<file path="src/rtl/dma_ram_addr_pkg.sv">
package dma_ram_addr_pkg;

  // Legal DMA target windows for each RAM configuration code.
  function automatic logic addr_in_window(input logic [15:0] a, input logic [1:0] cfg);
    logic ok;
    case (cfg)
      2'd0:    ok = (a >= 16'hC000) && (a <= 16'hEFFF);
      2'd1:    ok = (a >= 16'hB000) && (a <= 16'hEFFF);
      2'd2:    ok = ((a >= 16'hA000) && (a <= 16'hBFFF)) ||
                    ((a >= 16'hE000) && (a <= 16'hEFFF));
      default: ok = ((a >= 16'h9000) && (a <= 16'hBFFF)) ||
                    ((a >= 16'hE000) && (a <= 16'hEFFF));
    endcase
    return ok;
  endfunction

endpackage

</file>
<file path="src/rtl/dma_addr_decode.sv">
module dma_addr_decode #(
  parameter int NCH    = 6,
  parameter int ADDR_W = 12,
  parameter int BASE   = 'h182,
  parameter int STRIDE = 'h10,
  localparam int CH_W  = (NCH > 1) ? $clog2(NCH) : 1
) (
  input  logic              clk,
  input  logic              rst_n,
  input  logic              cpu_sel,
  input  logic              cpu_we,
  input  logic              cpu_hw,
  input  logic [ADDR_W-1:0] cpu_addr,
  output logic              acc_ok,
  output logic [CH_W-1:0]   acc_ch,
  output logic [NCH-1:0]    wr_en
);

  logic hit;

  always_comb begin
    hit    = 1'b0;
    acc_ch = '0;
    for (int i = 0; i < NCH; i++) begin
      if (cpu_addr == ADDR_W'(BASE + i * STRIDE)) begin
        hit    = 1'b1;
        acc_ch = CH_W'(i);
      end
    end
    acc_ok = cpu_sel && cpu_hw && hit;
    wr_en  = '0;
    for (int i = 0; i < NCH; i++)
      wr_en[i] = acc_ok && cpu_we && (acc_ch == CH_W'(i));
  end

  // a byte access never reaches any channel register
  assert_no_byte_write_R7: assert property (@(posedge clk) disable iff (!rst_n)
    (cpu_sel && !cpu_hw) |-> (wr_en == '0));

  // at most one channel is written per access
  assert_single_write_R1: assert property (@(posedge clk) disable iff (!rst_n)
    $onehot0(wr_en));

endmodule

</file>
<file path="src/rtl/dma_addr_chan.sv">
module dma_addr_chan
  import dma_ram_addr_pkg::*;
#(
  parameter int           OFS_W    = 14,
  parameter logic [1:0]   RAM_CFG  = 2'd2,
  parameter logic [15:0]  MAP_BASE = 16'h9000
) (
  input  logic             clk,
  input  logic             rst_n,
  input  logic             wr_en,
  input  logic [OFS_W-1:0] wdata,
  input  logic             xfer_done,
  input  logic             xfer_wide,
  input  logic             hold,
  output logic [OFS_W-1:0] ofs,
  output logic             range_err
);

  logic [OFS_W-1:0] step;
  logic [15:0]      mapped;

  assign step   = xfer_wide ? OFS_W'(2) : OFS_W'(1);
  assign mapped = MAP_BASE + 16'(ofs);

  always_ff @(posedge clk) begin
    if (!rst_n)                 ofs <= '0;
    else if (wr_en)             ofs <= wdata;
    else if (xfer_done && !hold) ofs <= ofs + step;
  end

  assign range_err = !addr_in_window(mapped, RAM_CFG);

  // CPU write wins over a same-cycle completion
  assert_write_priority_R6: assert property (@(posedge clk) disable iff (!rst_n)
    (wr_en && xfer_done) |=> (ofs == $past(wdata)));

  // step by transfer width
  assert_step_R3: assert property (@(posedge clk) disable iff (!rst_n)
    (!wr_en && xfer_done && !hold) |=>
      (ofs == $past(ofs) + ($past(xfer_wide) ? OFS_W'(2) : OFS_W'(1))));

  // hold freezes the offset
  assert_hold_R4: assert property (@(posedge clk) disable iff (!rst_n)
    (!wr_en && (hold || !xfer_done)) |=> $stable(ofs));

  // narrow step from the top wraps to zero
  assert_wrap_R5: assert property (@(posedge clk) disable iff (!rst_n)
    (!wr_en && xfer_done && !hold && !xfer_wide && (ofs == '1)) |=> (ofs == '0));

endmodule

</file>
<file path="src/rtl/dma_ram_addr_bank.sv">
module dma_ram_addr_bank #(
  parameter int          NCH      = 6,
  parameter int          ADDR_W   = 12,
  parameter int          DATA_W   = 16,
  parameter int          OFS_W    = 14,
  parameter logic [1:0]  RAM_CFG  = 2'd2,
  parameter logic [15:0] MAP_BASE = 16'h9000,
  localparam int         CH_W     = (NCH > 1) ? $clog2(NCH) : 1
) (
  input  logic               clk,
  input  logic               rst_n,
  input  logic               cpu_sel,
  input  logic               cpu_we,
  input  logic               cpu_hw,
  input  logic [ADDR_W-1:0]  cpu_addr,
  input  logic [DATA_W-1:0]  cpu_wdata,
  output logic [DATA_W-1:0]  cpu_rdata,
  input  logic [NCH-1:0]     xfer_done,
  input  logic [NCH-1:0]     xfer_wide,
  input  logic [NCH-1:0]     hold,
  output logic [NCH*OFS_W-1:0] cur_offs,
  output logic [NCH-1:0]     range_err
);

  logic             acc_ok;
  logic [CH_W-1:0]  acc_ch;
  logic [NCH-1:0]   wr_en;
  logic [OFS_W-1:0] ofs_arr [NCH];

  dma_addr_decode #(.NCH(NCH), .ADDR_W(ADDR_W)) u_dec (
    .clk(clk), .rst_n(rst_n), .cpu_sel(cpu_sel), .cpu_we(cpu_we),
    .cpu_hw(cpu_hw), .cpu_addr(cpu_addr), .acc_ok(acc_ok),
    .acc_ch(acc_ch), .wr_en(wr_en)
  );

  for (genvar g = 0; g < NCH; g++) begin : g_ch
    dma_addr_chan #(.OFS_W(OFS_W), .RAM_CFG(RAM_CFG), .MAP_BASE(MAP_BASE)) u_ch (
      .clk(clk), .rst_n(rst_n), .wr_en(wr_en[g]), .wdata(cpu_wdata[OFS_W-1:0]),
      .xfer_done(xfer_done[g]), .xfer_wide(xfer_wide[g]), .hold(hold[g]),
      .ofs(ofs_arr[g]), .range_err(range_err[g])
    );
    assign cur_offs[g*OFS_W +: OFS_W] = ofs_arr[g];
  end

  always_comb begin
    cpu_rdata = '0;
    for (int i = 0; i < NCH; i++)
      if (acc_ok && !cpu_we && (acc_ch == CH_W'(i)))
        cpu_rdata = DATA_W'(ofs_arr[i]);
  end

  // unused upper read bits stay zero
  assert_rdata_upper_R2: assert property (@(posedge clk) disable iff (!rst_n)
    cpu_rdata[DATA_W-1:OFS_W] == '0);

  // byte reads return zero
  assert_byte_read_zero_R7: assert property (@(posedge clk) disable iff (!rst_n)
    (cpu_sel && !cpu_hw) |-> (cpu_rdata == '0));

endmodule

</file>
<file path="config.mk">
export PLATFORM = sky130hd
export DESIGN_NAME = dma_ram_addr_bank
export DESIGN_NICKNAME = d
export VERILOG_FILES = /design/src/rtl/dma_ram_addr_pkg.sv /design/src/rtl/dma_addr_decode.sv /design/src/rtl/dma_addr_chan.sv /design/src/rtl/dma_ram_addr_bank.sv
export SDC_FILE = /design/constraint.sdc
export NUM_CORES = 1
export LEC_CHECK = 0
export ABC_AREA = 1
export BUFFER_PORTS_ARGS = -buffer_cell sky130_fd_sc_hd__buf_2
export CAP_MARGIN = 30
export CORE_MARGIN = 1
export CORE_UTILIZATION = 46
export DETAILED_ROUTE_END_ITERATION = 10
export GPL_TIMING_DRIVEN = 0
export PLACE_DENSITY_LB_ADDON = 0.25
export SLEW_MARGIN = 0
export SYNTH_ARGS = -nofsm -noshare
export SYNTH_HDL_FRONTEND = slang
export SYNTH_SLANG_ARGS = --single-unit
</file>
<file path="constraint.sdc">
create_clock -name clk -period 5.15 [get_ports clk]
set_input_delay 0.515 -clock clk [delete_from_list [all_inputs] [get_ports clk]]
set_output_delay 0.515 -clock clk [all_outputs]
set_load 0.05 [all_outputs]
</file>
## After elaboration in Yosys (flattened, before gate mapping)

Cells that the tools add are included.
Widths: inputs -> output; s select.

| word-level totals | value |
|---|---|
| bits in registers | 84 |
| input bits | 51 |
| output and inout port bits | 106 |
| word-level logic and storage cells | 148 |

| cells by class | value |
|---|---|
| $add $sub $neg | 12 |
| magnitude comparators | 24 |
| equal/unequal tests | 11 |
| muxes and demuxes | 35 |
| reduce and logical (&&, ||, !) cells | 60 |

Operators by type and width:

| cell | count |
|---|---|
| $ge 16x16->1 const B | 12 |
| $le 16x16->1 const B | 12 |
| $mux 14 | 13 |
| $add 16x14->16 const A | 6 |
| $add 14x14->14 | 6 |
| $mux 16 | 5 |
| $eq 12x9->1 const B | 6 |
| $logic_and 1x1->1 | 34 |
| $mux 2 | 8 |
| $logic_not 1->1 | 13 |
| $reduce_bool 2->1 | 6 |
| $mux 1 | 7 |
| $eq 3x2->1 const B | 2 |
| $eq 3x3->1 const B | 2 |
| $logic_or 1x1->1 | 6 |
| $mux 3 | 2 |
| $eq 3x1->1 const B | 1 |
| $logic_not 3->1 | 1 |

## Depth between registers and ports, before layout

| depth | value |
|---|---|
| depth in word-level cells | 16 |
| depth in mapped cells | 15 |
| depth with buffers taken out | 15 |

## Cells and area by module

A second synthesis with hierarchy kept.

| second synthesis, totals | value |
|---|---|
| cells, all modules | 1186 |
| area, all modules | 7223.2 µm² |

Modules (own cells, without submodules):

| module | times used | cells an instance | area an instance (µm²) | seq. area each (µm²) |
|---|---|---|---|---|
| dma_addr_chan at g_ch[0].u_ch ... | 3 | 164 | 1028.5 | 280.3 |
| dma_addr_chan at g_ch[2].u_ch ... | 3 | 161 | 1013.5 | 280.3 |
| dma_ram_addr_bank | 1 | 169 | 837.1 | 0.0 |
| dma_addr_decode | 1 | 42 | 260.2 | 0.0 |

## Least setup slack after synthesis

Ideal clock, no wire load.

| timing | value |
|---|---|
| path kind | in2out |
| from | input cpu_addr[1] |
| to | output cpu_rdata[12] |
| data arrival time | 2.178 ns |
| data required time | 4.635 ns |
| setup slack | 2.457 ns |
| stages on the path | 13 |
| buffers on the path | 1 |
| path through | inv_1 -> nor2_2 -> nand2_1 -> nor2_1 -> nand2_1 -> nand3_2 -> nand3_4 -> nor2_2 -> buf_2 -> a21oi_1 -> nand2_1 -> nand2_1 -> nand2_1 |

| between the ends | value |
|---|---|
| word-level cells in the longest chain between the ends | 16 |
| elaborated cells between the ends (all ways) | 37 |
| those cells by class | eq/ne: 11; mux: 17; reduce/logical: 9 |

RTL lines:

| element | RTL line | text |
|---|---|---|
| from (decl) | dma_ram_addr_bank.sv:15 | `input logic [ADDR_W-1:0] cpu_addr,` |
| $eq 12x9->1 | dma_addr_decode.sv:25 | `if (cpu_addr == ADDR_W'(BASE + i * STRIDE)) begin` |
| $mux 1 (6 in series) | dma_addr_decode.sv:25 |  |
| $logic_and 1x1->1 | dma_addr_decode.sv:30 | `acc_ok = cpu_sel && cpu_hw && hit;` |
| $logic_and 1x1->1 (2 in series) | dma_ram_addr_bank.sv:48 | `if (acc_ok && !cpu_we && (acc_ch == CH_W'(i)))` |
| $mux 14 | dma_ram_addr_bank.sv:48 |  |
| $mux 16 (4 in series) | dma_ram_addr_bank.sv:48 |  |
| $mux 16 (*) | dma_ram_addr_bank.sv:48 |  |
| to (decl) | dma_ram_addr_bank.sv:17 | `output logic [DATA_W-1:0] cpu_rdata,` |

Every way passes the cells marked *; elsewhere a longest branch is shown, timed or not.

## Final worst setup path

| timing | value |
|---|---|
| from | input cpu_addr[10] |
| to | output cpu_rdata[3] |

Same word-level chain as after synthesis.

==> summary.txt <==
Floorplanning
  • Core area: around 15,000 um^2
  • Die Footprint: between 15,000 and 20,000 um^2
  • Initial Utilization: between 40% and 50%
  • # IOs: around 160
  • Width of the chip: 126 um
  • # rows: between 40 and 50
  • Die Y: 126 um

Setup path
  • Startpoint types: input pin
  • Worst R2R Start: g_ch[3].u_ch.ofs[0]
  • Reg2reg path depth: 11
  • Crit path capture type: primary output
  • Critical path type: in -> out
  • Worst Path Required: 4640 ps
  • R2r endpoint: g_ch[3].u_ch.ofs[12]
  • WP data arrival: around 2700 ps
  • Flop-to-flop setup slack: between 2000 and 3000 ps
  • CP max FO: 10

STA
  • Final Max Slew Viols: 0
  • Max Freq: between 300 and 400 MHz
  • TNS Setup: 0 ps
  • Min cycle time layout: around 3200 ps
  • Final Cycle Share: between 60% and 70%
  • Setup WS post-layout: 1990 ps
  • Final setup viols: 0
  • Final Hold Vio Count: 0
  • Clk_skew: roughly 6.2 ps
  • Worst Tran Pin Value: about 800 ps
  • RSZ-0062 raised after global routing: false
  • Rel. slew slack: between 40 and 50%

GRT
  • GRT overflow: 0
  • GRT Overall Usage: just over 30%
  • Initial antenna violation count: 0
  • Largest net degree at the start of global routing: 13
  • Vias in the first global route: just over 7,000
  • First-pass GRT wire length: approximately 37,000 um

Drt
  • Via count: about 8,000
  • Routed WL: approximately 24,000 um
  • First-pass iteration count of the detailed router: 10
  • Drt wl/cell: approximately 16 um
  • Vias per cell: between 5 and 6
  • Antenna Violating Nets Remaining: 0
  • DRC Markers: 2
  • Initial DRC Count: about 680

Cells and area
  • Max FFs per register: 84
  • Biggest register: g_ch.u_ch.ofs
  • Final cell count without fillers: roughly 1,500
  • Largest regs: g_ch.u_ch.ofs: 84 flops
  • Antenna Cells: 0
  • Commonest non-fill, non-tap cell in the layout: nand2_1
  • Final #Nets: between 1,000 and 1,500
  • P&R area growth vs syn: 17.8%
  • Share of post-route cells with drive strength above 1: 15.4%
  • Most frequent cells in the layout: nand2_1 (335), inv_1 (166), buf_2 (162)

Logic synthesis
  • Seq cells post-synth: 84
  • Synth Instances: around 1,200
  • Synth Warn #: 0
  • Unique cell type count in the Yosys netlist: 38
  • Syn_area_per_cell: around 6.1 um^2
  • Sequential element share of the synthesized area: around a quarter
  • Cell area after synthesis: 7090 um^2
  • Largest cells by area after synthesis: dfxtp_1 (24%), nand2_1 (18%), inv_1 (8.8%), xor2_1 (7.3%), a21oi_1 (6.8%)
  • Synth area leader: dfxtp_1
  • Post-synth top area share: between 20% and 30%

Power and ir drop
  • LEAKAGE: around 4.2 nW
  • Power per standard cell area: 175 nW/um^2
  • Overall power: 1.46 mW
  • Peak supply drop: approximately 0.15 mV

Clocking
  • Root Buffer: clkbuf_16
  • Post-CTS Resized: 0
  • CTS Buf Count: 9
  • CTS Hold Buffers Added: 0
  • Htree depth: 3
  • CTS tree: built
  • Post-CTS setup buffers: 0
  • Sink Count: 84
  • CTS clk-pin slew, worst paths: approximately 60 ps
  • Worst-Skew Late Latency: about 350 ps
  • Clock tree buffer depth: 2

Status
  • Run status: finished, violations left
  • Violated checks: DRC

Placement
  • Quantity of I/O buffers inserted on ports: about 150
  • Routability-driven placement congestion ratio: 0.970
  • HPWL after DPL: 18,400 um
  • DP Worst Slack: approximately 2000 ps
  • DP Cell Count: 1,501

Worst hold path
  • Worst hold start: cpu_wdata[7]
  • Worst hold stages: 3
  • Min-delay worst type: in -> reg
  • Endpoint, Worst Hold: g_ch[3].u_ch.ofs[7]

Run
  • # Max-Cap Violations: 0
==> how the worst max path moves through the flow <==
stage	from	endpoint	slack [ps]
floorplan	cpu_addr[1]	cpu_rdata[12]	2460
global placement	cpu_addr[10]	cpu_rdata[11]	1990
detailed placement	cpu_addr[10]	cpu_rdata[11]	2020
CTS	cpu_addr[10]	cpu_rdata[11]	2010
global route	cpu_addr[2]	cpu_rdata[6]	1740
finish	cpu_addr[10]	cpu_rdata[3]	1990
==> metal layers <==
layer	GRT usage, %	share of wire (%)	routed length [um]
met1	41.2	45	10700
met2	47.3	45	10700
met3	4.25	6.6	1570
met4	14.7	3.8	907
met5	0	0	0
==> kinds of logic (layout without fill, tap and decap cells) <==
kind of cell    after synthesis  in the layout  synth area share (%)
simple gates                593            593                  35.5
flops                        84             84                  23.7
fa+ha+maj                    42             42                  8.05
other cells                   1              2                0.0529
buf+inv                     205            371                  11.6
xor+xnor                     66             66                  8.15
compound gates              170            170                  12.9
==> per-stage QoR <==
| stage | hold WS, ps | util, % | instance area, um^2 |
|---|---|---|---|
| global route | 580 | 55.2 | 8360 |
| global placement | 602 | 53.4 | 8090 |
| finish | 538 | 55.2 | 8360 |
| floorplan | 698 | - | 7100 |
| CTS | 521 | 55.2 | 8360 |
| detailed placement | 598 | 53.4 | 8090 |
==> Yosys cell counts (all sizes together) <==
| cell | instances |
|---|---|
| nand2 | 335 |
| inv | 168 |
| nor2 | 105 |
| a21oi | 97 |
| nand3 | 92 |
| dfxtp | 84 |
| xor2 | 59 |
| o21ai | 48 |
| ha | 36 |
| nand4 | 27 |
| buf | 23 |
| nor3 | 18 |
| clkbuf | 14 |
| nor4 | 11 |
| o211ai | 8 |
| xnor2 | 7 |
| fa | 6 |
| a31oi | 4 |
| o22ai | 3 |
| or2 | 3 |
| o41a | 2 |
| a21o | 1 |
| a31o | 1 |
| a41oi | 1 |
| and2 | 1 |
| conb | 1 |
| nand3b | 1 |
| o21a | 1 |
| o21bai | 1 |
| o31ai | 1 |
| o32ai | 1 |
| o41ai | 1 |
==> report_power, final <==
part	leakage (nW)	switching [mW]	internal, mW
clock	0.135	0.269	0.349
combinational	3.40	0.126	0.0486
sequential	0.678	0.0125	0.656
total	4.22	0.407	1.05
==> worst max-delay path, cell delays in order <==
cell and delay (ps):
buf_2 100, nor2_2 150, nand2_1 120, nor2_1 100, nand2_1 130, nand3_2 150
nand3_4 130, nor2_2 240, inv_1 150, buf_2 200, nand3_1 130, nand2_1 60
nand2_1 90, nand2_1 60, nand2_1 70, buf_2 260
==> area by class of cell <==
class	count	area [um^2]
fill	1587	6790
multi-input combinational	873	4590
sequential	84	1680
timing repair buffer	151	756
inverter	168	631
clock buffer	13	260
tap	188	235
buffer	37	190
clock inverter	2	10.0
Power figures use the tool's default switching activity.
